`config.mk`:
```
export PLATFORM = sky130hd
export DESIGN_NAME = uart_host_regs
export DESIGN_NICKNAME = d
export VERILOG_FILES = /design/src/rtl/uart_regs_pkg.sv /design/src/rtl/uart_rx_hold.sv /design/src/rtl/uart_tx_hold.sv /design/src/rtl/uart_irq_ctl.sv /design/src/rtl/uart_host_regs.sv
export SDC_FILE = /design/constraint.sdc
export NUM_CORES = 1
export LEC_CHECK = 0
export ABC_AREA = 1
export BUFFER_PORTS_ARGS = -buffer_cell sky130_fd_sc_hd__buf_2
export CORE_MARGIN = 5
export CORE_UTILIZATION = 41
export CTS_CLUSTER_DIAMETER = 150
export DETAILED_ROUTE_END_ITERATION = 7
export PLACE_DENSITY = 0.77
export SLEW_MARGIN = 10
export SYNTH_ARGS = -nofsm -noshare
export SYNTH_HDL_FRONTEND = slang
export SYNTH_SLANG_ARGS = --single-unit
```
`constraint.sdc`:
```
create_clock -name clk -period 0.8 [get_ports clk]
set_input_delay 0.08 -clock clk [delete_from_list [all_inputs] [get_ports clk]]
set_output_delay 0.08 -clock clk [all_outputs]
set_load 0.02 [all_outputs]
```
`src/rtl/uart_regs_pkg.sv`:
```
package uart_regs_pkg;
    localparam int DATA_W = 8;
    localparam int ADDR_W = 3;

    localparam logic [ADDR_W-1:0] OFS_DATA = 3'd0;
    localparam logic [ADDR_W-1:0] OFS_IEN  = 3'd1;
    localparam logic [ADDR_W-1:0] OFS_LSTS = 3'd5;

    localparam int LS_READY_BIT = 0;
    localparam int LS_OVR_BIT   = 1;
    localparam int LS_TEMPTY_BIT = 5;

    localparam int IEN_RX_BIT = 0;
    localparam int IEN_TX_BIT = 1;
    localparam int IEN_W      = 2;

    typedef struct packed {
        logic [DATA_W-1:0] data;
        logic              ready;
        logic              ovr;
    } rx_state_t;

    typedef struct packed {
        logic [DATA_W-1:0] data;
        logic              empty;
    } tx_state_t;

    typedef struct packed {
        logic [IEN_W-1:0] ien;
    } irq_state_t;
endpackage

```
`src/rtl/uart_rx_hold.sv`:
```
module uart_rx_hold
    import uart_regs_pkg::*;
(
    input  logic              clk,
    input  logic              rst_n,
    input  logic              in_strobe,
    input  logic [DATA_W-1:0] in_byte,
    input  logic              ack_rd,
    input  logic              sts_rd,
    output logic [DATA_W-1:0] held_byte,
    output logic              ready,
    output logic              ovr
);
    rx_state_t st_d, st_q;
    logic      lost;

    always_comb begin
        st_d = st_q;
        lost = in_strobe && st_q.ready && !ack_rd;
        if (in_strobe && !lost) begin
            st_d.data  = in_byte;
            st_d.ready = 1'b1;
        end else if (ack_rd) begin
            st_d.ready = 1'b0;
        end
        st_d.ovr = lost || (st_q.ovr && !sts_rd);
    end

    always_ff @(posedge clk) begin
        if (!rst_n) begin
            st_q <= '0;
        end else begin
            st_q <= st_d;
        end
    end

    assign held_byte = st_q.data;
    assign ready     = st_q.ready;
    assign ovr       = st_q.ovr;

    assert_byte_kept_R4: assert property (@(posedge clk) disable iff (!rst_n)
        (ready && in_strobe && !ack_rd) |=> ($stable(held_byte) && ovr));
    assert_ack_clears_R3: assert property (@(posedge clk) disable iff (!rst_n)
        (ack_rd && !in_strobe) |=> !ready);
    assert_arrival_sets_R3: assert property (@(posedge clk) disable iff (!rst_n)
        in_strobe |=> ready);
endmodule

```
`src/rtl/uart_tx_hold.sv`:
```
module uart_tx_hold
    import uart_regs_pkg::*;
(
    input  logic              clk,
    input  logic              rst_n,
    input  logic              load,
    input  logic [DATA_W-1:0] load_byte,
    input  logic              take,
    output logic [DATA_W-1:0] out_byte,
    output logic              pending,
    output logic              empty
);
    tx_state_t st_d, st_q;

    always_comb begin
        st_d = st_q;
        if (load) begin
            st_d.data  = load_byte;
            st_d.empty = 1'b0;
        end else if (take && !st_q.empty) begin
            st_d.empty = 1'b1;
        end
    end

    always_ff @(posedge clk) begin
        if (!rst_n) begin
            st_q.data  <= '0;
            st_q.empty <= 1'b1;
        end else begin
            st_q <= st_d;
        end
    end

    assign out_byte = st_q.data;
    assign empty    = st_q.empty;
    assign pending  = !st_q.empty;

    assert_load_clears_empty_R5: assert property (@(posedge clk) disable iff (!rst_n)
        load |=> (pending && out_byte == $past(load_byte)));
    assert_take_sets_empty_R5: assert property (@(posedge clk) disable iff (!rst_n)
        (take && pending && !load) |=> empty);
    assert_byte_held_R2: assert property (@(posedge clk) disable iff (!rst_n)
        !load |=> $stable(out_byte));
endmodule

```
`src/rtl/uart_irq_ctl.sv`:
```
module uart_irq_ctl
    import uart_regs_pkg::*;
(
    input  logic              clk,
    input  logic              rst_n,
    input  logic              ien_wr,
    input  logic [DATA_W-1:0] ien_wdata,
    input  logic              rx_ready,
    input  logic              tx_empty,
    output logic [DATA_W-1:0] ien_view,
    output logic              irq
);
    irq_state_t st_d, st_q;
    logic [IEN_W-1:0] cause;

    always_comb begin
        st_d = st_q;
        if (ien_wr) begin
            st_d.ien = ien_wdata[IEN_W-1:0];
        end
    end

    always_ff @(posedge clk) begin
        if (!rst_n) begin
            st_q <= '0;
        end else begin
            st_q <= st_d;
        end
    end

    always_comb begin
        cause             = '0;
        cause[IEN_RX_BIT] = st_q.ien[IEN_RX_BIT] && rx_ready;
        cause[IEN_TX_BIT] = st_q.ien[IEN_TX_BIT] && tx_empty;
    end

    assign irq      = |cause;
    assign ien_view = {{(DATA_W-IEN_W){1'b0}}, st_q.ien};

    assert_irq_needs_enable_R7: assert property (@(posedge clk) disable iff (!rst_n)
        irq |-> (ien_view != '0));
    assert_ien_upper_zero_R6: assert property (@(posedge clk) disable iff (!rst_n)
        ien_view[DATA_W-1:IEN_W] == '0);
endmodule

```
`src/rtl/uart_host_regs.sv`:
```
module uart_host_regs
    import uart_regs_pkg::*;
(
    input  logic              clk,
    input  logic              rst_n,
    input  logic [ADDR_W-1:0] bus_addr,
    input  logic              bus_rd,
    input  logic              bus_wr,
    input  logic [DATA_W-1:0] bus_wdata,
    output logic [DATA_W-1:0] bus_rdata,
    input  logic              rx_strobe,
    input  logic [DATA_W-1:0] rx_byte,
    output logic              tx_valid,
    output logic [DATA_W-1:0] tx_byte,
    input  logic              tx_take,
    output logic              irq
);
    logic              rd_data, wr_data, rd_lsts, wr_ien;
    logic [DATA_W-1:0] rx_held, ien_view, lsts;
    logic              rx_ready, rx_ovr, tx_empty;

    always_comb begin
        rd_data = bus_rd && (bus_addr == OFS_DATA);
        wr_data = bus_wr && (bus_addr == OFS_DATA);
        rd_lsts = bus_rd && (bus_addr == OFS_LSTS);
        wr_ien  = bus_wr && (bus_addr == OFS_IEN);
    end

    uart_rx_hold u_rx (
        .clk       (clk),
        .rst_n     (rst_n),
        .in_strobe (rx_strobe),
        .in_byte   (rx_byte),
        .ack_rd    (rd_data),
        .sts_rd    (rd_lsts),
        .held_byte (rx_held),
        .ready     (rx_ready),
        .ovr       (rx_ovr)
    );

    uart_tx_hold u_tx (
        .clk       (clk),
        .rst_n     (rst_n),
        .load      (wr_data),
        .load_byte (bus_wdata),
        .take      (tx_take),
        .out_byte  (tx_byte),
        .pending   (tx_valid),
        .empty     (tx_empty)
    );

    uart_irq_ctl u_irq (
        .clk       (clk),
        .rst_n     (rst_n),
        .ien_wr    (wr_ien),
        .ien_wdata (bus_wdata),
        .rx_ready  (rx_ready),
        .tx_empty  (tx_empty),
        .ien_view  (ien_view),
        .irq       (irq)
    );

    always_comb begin
        lsts                = '0;
        lsts[LS_READY_BIT]  = rx_ready;
        lsts[LS_OVR_BIT]    = rx_ovr;
        lsts[LS_TEMPTY_BIT] = tx_empty;
    end

    always_comb begin
        bus_rdata = '0;
        if (bus_rd) begin
            case (bus_addr)
                OFS_DATA: bus_rdata = rx_held;
                OFS_IEN:  bus_rdata = ien_view;
                OFS_LSTS: bus_rdata = lsts;
                default:  bus_rdata = '0;
            endcase
        end
    end

    assert_read_keeps_tx_R2: assert property (@(posedge clk) disable iff (!rst_n)
        (bus_rd && !bus_wr) |=> $stable(tx_byte));
    assert_write_keeps_rx_R2: assert property (@(posedge clk) disable iff (!rst_n)
        (bus_wr && !rx_strobe) |=> $stable(rx_held));
    assert_valid_empty_exclusive_R5: assert property (@(posedge clk) disable iff (!rst_n)
        tx_valid != tx_empty);
endmodule

```
==> impl_metrics.toml, run 1 <==
[timing]
final.min_clock_period_ps = 1112
post-route-worst-setup-slack_ps = -311.7
drv_slew = 0
rsz0062_at_grt = "yes"
tightestPinTransition_ps = 361.1
fin_hold_ws_ps = 37.41
slew-limit-headroom_pct = 75.92
clock.fmax_mhz = 899.5
hold_viol_final = 0
period_share_pct = 139.0
report.final.setup_viol = 29
final.setup_skew_ps = 9.007

[global_routing]
overflow = 0
gr-max-usage-layer = "met2"
grt_pass1_vias = 1070
global_route_wire_length_before_repair_um = 4595
gr_util_met2_pct = 31.67
gr-usage-met1_pct = 19.13
grt_start_max_net_pins = 19
grt_util_met3_pct = 2.614
grt.total_usage_pct = 16.96
number_of_antenna_violations_at_the_first_check_in_global_routing = 0

[logic_synthesis]
synthMostInstantiatedCell = "sky130_fd_sc_hd__nand2_1"
post_synthesis_net_count = 170
ys_top_cells_by_area = "sky130_fd_sc_hd__dfxtp_1, sky130_fd_sc_hd__nand2_1, sky130_fd_sc_hd__nand3_1"
synth.lib_cells_used.distinct = 17
synth_top_flop_cell = "sky130_fd_sc_hd__dfxtp_1"
synth-edff-count = 0
yosys_warnings = 0
synth-async-reset-ratio_pct = 0
syn-mean-instance-area_um2 = 6.851
yosys.area.top_type_share_pct = 42.32
synthTopCellsByCount = "sky130_fd_sc_hd__nand2_1, sky130_fd_sc_hd__nand3_1, sky130_fd_sc_hd__dfxtp_1, sky130_fd_sc_hd__inv_1, sky130_fd_sc_hd__a21oi_1"
synth.ff_latch_count = 21
mappedNetlistArea_um2 = 993.5
synthesis.instances = 145
synth.largest_area_cell = "sky130_fd_sc_hd__dfxtp_1"
synth_sequential_area_ratio_pct = 42.32

[setup_path]
critical_r2r_launch = "u_rx.ready"
worst_ep_required_time_ps = 720
critical_path.reg2reg.endpoint = "u_rx.held_byte[6]"
worstSetupStartpointType = "flip-flop"
critPathKind = "reg -> out"
r2r.worst_path.cells = 4
critPathArrivalTime_ps = 1030
minimum_setup_slack_among_reg_to_reg_paths_ps = -130
end_kind = "primary output"
worstPathMaxFanout = 2

[status]
status = "finished, violations left"
failing_checks = "setup timing"

[final_layout]
layout-area-overhead-vs-synth_pct = 65.11
antenna_cells_inserted = 0
drive_gt1_share_pct = 57.64
finish.net_count = 229

[floorplan]
die_w_um = 59.23
core_mm2 = 0.002255
die_y_um = 59.23
design.die.area_mm2 = 0.003508
rows = 17
floorplan.initialDensity_pct = 44.06
top_level_ports = 43

[clock_network]
clk_path_buf_depth = 2
clock-sinks = 21
clkSlewWorstSetupHoldPaths_ps = 120
cts_buffers = 3
cts-htree-levels = 1
cts_tree = "yes"
clock_latency_reported_for_the_late_side_of_the_worst_skew_pair_ps = 300
clock_root_buffer_master = "sky130_fd_sc_hd__clkbuf_4"

[min_path]
worstHoldPathType = "in -> reg"
min_delay_worst_endpoint = "u_tx.out_byte[7]"
hold_path_depth = 3
hold_path_startpoint = "bus_wdata[7]"

[power_and_ir_drop]
power.total_mw = 2.127
switching_power_uw = 615.4
power.leakage_nw = 0.7610
netSwitchingFraction_pct = 28.93
seq_power_share_pct = 53.8
cell_area_power_density_mw_per_mm2 = 1297
vdd_ir_drop_max_v = 0.001203
pwr-share-comb_pct = 22.1
cell_internal_pwr_mw = 1.512
power.clock.fraction_pct = 24.1

[run]
cap_viol_max_count = 0

[drt]
drt.antenna.violating_nets = 0
route.detailed.drc = 0
detailedRoute.firstIterationViolations = 48
route.vias.total = 1142
detail_route.vias_per_cell = 4.944
postRouteWirelength_um = 3032
drt-pass1-iter-count = 4
detailed_route_wire_length_per_cell_um = 13.13

[place]
place_congestion = 0.8429
place.port_buffers = 42
dpl_worst_slack_ps = -246.9
hpwlAfterDp_um = 1933
## through the flow
stage	utilization [%]	std cells	TNS, ps	area, um2
after CTS	66.81	225	-3516	1506
after detailed placement	57.66	218	-5361	1300
after floorplan	-	145	-191.1	1028
after global placement	57.66	218	-4424	1300
after global routing	72.75	231	-5228	1640
final	72.75	231	-3616	1640
## how the worst max path moves through the flow
| stage | start | end | slack, ps | depth (start not counted) |
|---|---|---|---|---|
| 2_1_floorplan | u_rx.ready | u_rx.held_byte[0] | -20 | 4 |
| 3_3_place_gp | bus_addr[2] | bus_rdata[5] | -200 | 5 |
| 3_5_place_dp | bus_addr[2] | u_tx.empty | -250 | 5 |
| 4_1_cts | u_rx.ready | bus_rdata[0] | -310 | 5 |
| 5_1_grt | u_irq.st_q[0] | bus_rdata[0] | -360 | 5 |
| 6_report | u_rx.held_byte[5] | bus_rdata[5] | -310 | 3 |
## cells in the final DEF (no fill, tap or decap)
cell type / instances
sky130_fd_sc_hd__nand2_1: 26
sky130_fd_sc_hd__dfxtp_2: 19
sky130_fd_sc_hd__nand2_2: 4
sky130_fd_sc_hd__nor2_4: 4
sky130_fd_sc_hd__nor2_1: 9
sky130_fd_sc_hd__a21boi_4: 1
sky130_fd_sc_hd__dlygate4sd3_1: 1
sky130_fd_sc_hd__buf_4: 17
sky130_fd_sc_hd__inv_4: 1
sky130_fd_sc_hd__inv_2: 8
sky130_fd_sc_hd__nand2_4: 1
sky130_fd_sc_hd__nand3_2: 5
sky130_fd_sc_hd__clkbuf_1: 1
sky130_fd_sc_hd__buf_6: 18
sky130_fd_sc_hd__nor2_2: 2
sky130_fd_sc_hd__nand3_4: 1
sky130_fd_sc_hd__inv_1: 13
sky130_fd_sc_hd__a21oi_2: 5
sky130_fd_sc_hd__nor3_4: 1
sky130_fd_sc_hd__dfxtp_4: 2
sky130_fd_sc_hd__clkinv_1: 1
sky130_fd_sc_hd__a21oi_1: 15
sky130_fd_sc_hd__nand2_8: 1
sky130_fd_sc_hd__o21ai_4: 1
sky130_fd_sc_hd__nand3_1: 17
sky130_fd_sc_hd__o21ai_0: 3
sky130_fd_sc_hd__clkbuf_4: 3
sky130_fd_sc_hd__buf_2: 23
## cells by family (layout without fill, tap and decap cells)
logic type | after synthesis | count (layout) | synth area share, %
flops | 21 | 21 | 42.32
buf+inv | 29 | 86 | 12.09
simple gates | 70 | 71 | 32.75
compound gates | 25 | 25 | 12.85
## worst max-delay path: stages, from the launching register on
cell,delay [ps]
sky130_fd_sc_hd__dfxtp_2,370
sky130_fd_sc_hd__nand2_2,70
sky130_fd_sc_hd__a21boi_4,160
sky130_fd_sc_hd__buf_6,130
## cell type report
class	count	area, um2
tap	28	35.03
clock buffer	4	26.28
timing repair buffer	59	455.4
sequential	21	451.7
fill	182	614.3
multi-input combinational	96	583.1
inverter	23	88.84
## sequential cells by signal, summed over array words and instances, names as in the netlist
signal / flops
u_rx.held_byte: 8
u_tx.out_byte: 8
u_irq.st_q: 2
u_rx.ovr: 1
u_rx.ready: 1
u_tx.empty: 1
## power groups by stage
stage                     combinational (mW)  sequential [mW]  clock, mW
after floorplan                        0.209             1.16          0
after global placement                 0.346             1.15          0
after detailed placement               0.357             1.15          0
after CTS                              0.414             1.14      0.521
after global routing                   0.517             1.15      0.563
final                                  0.470             1.14      0.513
## per-layer routing
| metal | routed length, um | up-vias |
|---|---|---|
| li1 | - | 575 |
| met2 | 1631 | 26 |
| met5 | 0 | - |
| met3 | 153 | 2 |
| met1 | 1236 | 539 |
| met4 | 10 | 0 |
## what timing repair did
action | CTS | global route
endpoints found under the hold margin | 1 | 0
setup buffers | 1 | 6
endpoints found under the setup margin | 26 | 37
hold buffers | 1 | 0
pin swaps | 10 | 12
resized for setup | 60 | 31
cloned | 1 | 0
No activity file was read; power rests on OpenSTA's default activity.
==> run 2, diff against run 1 <==
- CORE_UTILIZATION: 41 -> 44
- PLACE_DENSITY: 0.77 -> 0.79
- SYNTH_HIERARCHICAL: not set -> 1
==> run 2 against run 1 <==
  * The run still ends with setup timing left
  * Critical endpoint is now bus_rdata[0]
  * Worst hold slack lost 20 ps
  * Clock skew shrank 2.7 ps
  * Largest power group unchanged
  * Register-to-register slack lost 40 ps
  * Synthesized area grew 23%
  * Synthesized cell count grew 30%
==> impl_metrics.toml, run 2 <==
[status]
status = "finished, violations left"
failing_checks = "setup timing"

[floorplan]
rows = 19
die_y_um = 62.68
die_w_um = 62.68
top_level_ports = 43
design.die.area_mm2 = 0.003929
floorplan.initialDensity_pct = 45.06
core_mm2 = 0.002710

[clock_network]
cts_buffers = 3
clock_latency_reported_for_the_late_side_of_the_worst_skew_pair_ps = 300
clkSlewWorstSetupHoldPaths_ps = 110
clock_root_buffer_master = "sky130_fd_sc_hd__clkbuf_4"
clk_path_buf_depth = 2
clock-sinks = 21
cts-htree-levels = 1
cts_tree = "yes"

[timing]
rsz0062_at_grt = "yes"
final.min_clock_period_ps = 1140
final.setup.tns_ps = -4406
report.final.setup_viol = 28
clock.fmax_mhz = 877.3
period_share_pct = 142.5
post-route-worst-setup-slack_ps = -339.8
hold_viol_final = 0
drv_slew = 0
final.setup_skew_ps = 6.346

[setup_path]
worstSetupStartpointType = "flip-flop"
end_kind = "primary output"
critPathArrivalTime_ps = 1060
critical_r2r_launch = "u_rx/ready"
worstPathMaxFanout = 3
critPathKind = "reg -> out"
r2r.worst_path.cells = 4
worst_ep_required_time_ps = 720
minimum_setup_slack_among_reg_to_reg_paths_ps = -170
critical_path.reg2reg.endpoint = "u_rx/held_byte[2]"

[global_routing]
grt_start_max_net_pins = 19
grt_pass1_vias = 1093
grt.total_usage_pct = 14.09
number_of_antenna_violations_at_the_first_check_in_global_routing = 0
overflow = 0
global_route_wire_length_before_repair_um = 4650

[final_layout]
layout-area-overhead-vs-synth_pct = 48.16
final_common_cell = "sky130_fd_sc_hd__nand2_1"
layout.cells.most_common_list = "sky130_fd_sc_hd__nand2_1, sky130_fd_sc_hd__nor2_1, sky130_fd_sc_hd__inv_1, sky130_fd_sc_hd__buf_2, sky130_fd_sc_hd__buf_4"
antenna_cells_inserted = 0
finish.net_count = 274
drive_gt1_share_pct = 49.19

[logic_synthesis]
ys_top_cells_by_area = "sky130_fd_sc_hd__dfxtp_1, sky130_fd_sc_hd__nand2_1, sky130_fd_sc_hd__nor2_1"
synthTopCellsByCount = "sky130_fd_sc_hd__nand2_1, sky130_fd_sc_hd__nor2_1, sky130_fd_sc_hd__inv_1"
synthesis.instances = 188
synth.ff_latch_count = 21
synth_sequential_area_ratio_pct = 34.43
mappedNetlistArea_mm2 = 0.001221
synth-async-reset-ratio_pct = 0
synthMostInstantiatedCell = "sky130_fd_sc_hd__nand2_1"
yosys.area.top_type_share_pct = 34.43
synth_top_flop_cell = "sky130_fd_sc_hd__dfxtp_1"
yosys_warnings = 6
synth.largest_area_cell = "sky130_fd_sc_hd__dfxtp_1"
synth-edff-count = 0
synth.lib_cells_used.distinct = 20
syn-mean-instance-area_um2 = 6.496

[min_path]
hold_path_startpoint = "tx_take"
hold_path_depth = 3
worstHoldPathType = "in -> reg"
min_delay_worst_endpoint = "u_tx/empty"

[drt]
detailedRoute.firstIterationViolations = 39
drt.antenna.violating_nets = 0
detailed_route_wire_length_per_cell_um = 10.81
drt-pass1-iter-count = 4
postRouteWirelength_um = 3017
route.detailed.drc = 0
detail_route.vias_per_cell = 4.530
route.vias.total = 1264

[place]
place_congestion = 0.8170
hpwlAfterDp_um = 1949
place.port_buffers = 42

[power_and_ir_drop]
cell_area_power_density_mw_per_mm2 = 1241
power.total_mw = 2.245
power.leakage_nw = 0.9354
vdd_ir_drop_max_v = 0.0009880

[run]
cap_viol_max_count = 0
==> run 2: kinds of logic (layout without fill, tap and decap cells) <==
family	Yosys count	in the layout	synth area share (%)
DFF	21	21	34.43
buffers and inverters	46	100	21.31
and+or+nand+nor	104	105	37.40
other	1	6	0.3071
AOI/OAI and AO/OA	16	16	6.557
==> run 2: layout make-up <==
cell class	count	area (um2)
fill	233	900.9
inverter	30	115.1
multi-input combinational	127	666.9
clock inverter	1	5.005
clock buffer	3	22.52
tap	31	38.79
timing repair buffer	66	511.7
sequential	21	449.2
==> run 2: worst max path at each step <==
stage,from,end,depth (start not counted)
after floorplan,bus_addr[0],u_rx/held_byte[4],11
after global placement,bus_addr[1],u_irq/st_q[1],7
after detailed placement,bus_addr[1],u_rx/held_byte[3],9
after CTS,u_rx/ready,bus_rdata[0],5
after global routing,u_irq/st_q[0],bus_rdata[0],5
final,u_rx/ready,bus_rdata[0],5
==> run 2: stage by stage <==
step	utilization, %	hold WS, ps	setup WS, ps	instances	area [um2]
floorplan	-	200.4	-219.2	193	1267
global placement	55.26	327.7	-237.6	267	1498
detailed placement	55.26	340.8	-235.6	267	1498
CTS	63.99	5.960	-342.2	275	1734
global route	66.76	5.595	-434.9	279	1809
finish	66.76	17.08	-339.8	279	1809
==> run 2: report_power, final <==
part           switching (mW)  internal [mW]  total, mW
Sequential             0.0442           1.11       1.16
Combinational           0.310          0.285      0.595
Clock                   0.307          0.186      0.493
==> run 2: what timing repair did <==
action                                  4_1_cts  5_1_grt
gates resized for setup                      66       13
gates cloned                                  1        0
endpoints found under the setup margin       27       28
hold buffers                                  0        0
pin swaps                                    16        1
buffers inserted                              3        4
endpoints found under the hold margin         0        0
==> run 2: layer usage <==
layer	track usage [%]	share of wire, %
met4	5.836	0.76
met1	17.74	45
met2	23.58	48
met5	0	0
met3	2.338	5.8
==> run 2: worst max-delay path: stages, from the launching register on <==
cell and delay [ps]:
sky130_fd_sc_hd__dfxtp_4 370, sky130_fd_sc_hd__nand4_1 80, sky130_fd_sc_hd__nand3_1 80, sky130_fd_sc_hd__nand2_1 70, sky130_fd_sc_hd__inv_2 50, sky130_fd_sc_hd__buf_6 110
==> run 3, diff against run 2 <==
- BUFFER_PORTS_ARGS: -buffer_cell sky130_fd_sc_hd__buf_2 -> not set
- CORE_ASPECT_RATIO: not set -> 1.1
- CORE_UTILIZATION: 44 -> 50
- DONT_BUFFER_PORTS: not set -> 1
- PLACE_DENSITY: 0.79 -> 0.72
- SETUP_SLACK_MARGIN: not set -> 0.1
==> run 3 against run 2 <==
  * Maximum frequency rose by 2.7%
  * The run ends with hold timing, setup timing left
  * Critical endpoint is now bus_rdata[6]
  * Final area fell by 7.9%
  * Register-to-register slack got worse by 70 ps
  * Worst setup slack improved by 30 ps
  * Core utilization rose by 5.8 points
  * Non-clock buffer count fell by 34
  * Sequential cell count did not move
==> impl_metrics.toml, run 3 (same netlist as run 2, synthesis figures left out) <==
[clock_network]
cts-htree-levels = 1
hold_buffers = 2
cts_tree = "yes"
clock_latency_reported_for_the_late_side_of_the_worst_skew_pair_ps = 310
clock-sinks = 21
clock_root_buffer_master = "sky130_fd_sc_hd__clkbuf_4"
clkSlewWorstSetupHoldPaths_ps = 120
clk_path_buf_depth = 2
cts_buffers = 3

[global_routing]
grt.total_usage_pct = 16.47
overflow = 0
global_route_wire_length_before_repair_um = 4540
number_of_antenna_violations_at_the_first_check_in_global_routing = 0
grt_start_max_net_pins = 21
grt_pass1_vias = 1077

[drt]
postRouteWirelength_um = 3199
route.vias.total = 1211
detailedRoute.firstIterationViolations = 43
route.detailed.drc = 0
drt.antenna.violating_nets = 0
drt-pass1-iter-count = 4
detail_route.vias_per_cell = 4.943
detailed_route_wire_length_per_cell_um = 13.06

[power_and_ir_drop]
cell_area_power_density_mw_per_mm2 = 1291
vdd_ir_drop_max_v = 0.001047
power.total_mw = 2.152
power.leakage_nw = 0.7938

[setup_path]
critPathArrivalTime_ps = 1030
r2r.worst_path.cells = 5
path_cells = "nand3_2 > a21oi_2 > buf_4"
worstSetupStartpointType = "flip-flop"
worstPathMaxFanout = 2
timing.critical_path.slowest_stage_cell = "sky130_fd_sc_hd__dfxtp_2"
cp_slowest_stage_delay_ps = 370
critPathKind = "reg -> out"
end_kind = "primary output"
worst_ep_required_time_ps = 720

[floorplan]
floorplan.initialDensity_pct = 53.16
design.die.area_mm2 = 0.003532
core_mm2 = 0.002297
die_y_um = 61.83
top_level_ports = 43
rows = 18
die_w_um = 57.12

[place]
place.port_buffers = 0
placement.cell_area_mm2 = 0.001299
dp_cells = 227
place_congestion = 0.7748
hpwlAfterDp_um = 1881
dpl_worst_slack_ps = -99.45

[min_path]
worstHoldPathType = "in -> reg"
hold_path_depth = 1

[timing]
hold_viol_final = 20
clock.fmax_mhz = 901.2
post-route-worst-setup-slack_ps = -309.6
rsz0062_at_grt = "yes"
fin_hold_ws_ps = -170.2
final.setup.tns_ps = -5284
final.min_clock_period_ps = 1110
report.final.setup_viol = 29
drv_slew = 0
final.setup_skew_ps = 13.11
period_share_pct = 138.7

[final_layout]
layout.cells.most_common_list = "sky130_fd_sc_hd__nand2_1, sky130_fd_sc_hd__nor2_1, sky130_fd_sc_hd__inv_1, sky130_fd_sc_hd__dfxtp_2"
final_common_cell = "sky130_fd_sc_hd__nand2_1"
n_fill_cell = 184
final_util_pct = 72.55
finish.net_count = 241
multi_input_comb_area_um2 = 729.5
number_of_standard_cells_in_the_final_layout_excluding_fillers = 245
layout-area-overhead-vs-synth_pct = 36.48
antenna_cells_inserted = 0
drive_gt1_share_pct = 43.72
fin_area_mm2 = 0.001667
sequential_cell_area_um2 = 450.4

[status]
status = "finished, violations left"
failing_checks = "hold timing, setup timing"

[run]
cap_viol_max_count = 0
run 3: cell count changes in the layout (fill, tap and decap cells not counted), moves of 3 or more:
| cell | before | now |
|---|---|---|
| sky130_fd_sc_hd__buf_6 | 17 | 13 |
| sky130_fd_sc_hd__buf_2 | 24 | 0 |
| sky130_fd_sc_hd__nand3_1 | 19 | 16 |
| sky130_fd_sc_hd__buf_4 | 24 | 16 |
| sky130_fd_sc_hd__nand3_2 | 5 | 8 |
run 3: power breakdown:
| group | switching (mW) | internal, mW | leakage (nW) |
|---|---|---|---|
| Sequential | 0.0450 | 1.11 | 0.180 |
| Combinational | 0.260 | 0.227 | 0.596 |
| Clock | 0.323 | 0.187 | 0.0177 |
run 3: repair_timing:
item                                   in CTS  in global routing
setup buffers                               7                  3
gates resized for setup                    43                 26
setup endpoints to repair                  27                 30
pin swaps                                  12                  9
cloned                                      1                  1
endpoints found under the hold margin      21                 20
run 3: routing by layer:
metal / vias to the layer above / routed length [um] / global-route usage, % / share of wire (%)
li1: 621 / - / - / -
met5: - / 0 / 0 / 0
met4: 0 / 36 / 5.960 / 1.1
met3: 6 / 198 / 4.545 / 6.2
met1: 549 / 1296 / 18.34 / 41
met2: 35 / 1668 / 30.51 / 52
run 3: final cells by class:
class | instances | share of cell area [%]
multi-input cells | 128 | 43.77
clock inverters | 1 | 0.3003
clock buffers | 3 | 1.351
flip-flops and latches | 21 | 27.03
inverters | 30 | 7.207
repair buffers | 32 | 18.09
well taps | 30 | 2.252
run 3: final timing paths:
| path | from | to | slack, ps |
|---|---|---|---|
| worst max register to register | u_rx/ready | u_rx/held_byte[4] | -240 |
| worst min-delay path | rst_n | u_tx/empty | -170 |
| worst max-delay path | u_rx/held_byte[6] | bus_rdata[6] | -310 |
| worst min register to register | u_rx/held_byte[7] | u_rx/held_byte[7] | 480 |
run 3: worst max-delay path, delay by kind of cell (launching register included):
kind	cells	cell delay (ps)
simple gates	1	90
compound gates	1	130
flops	1	370
buf+inv	1	150
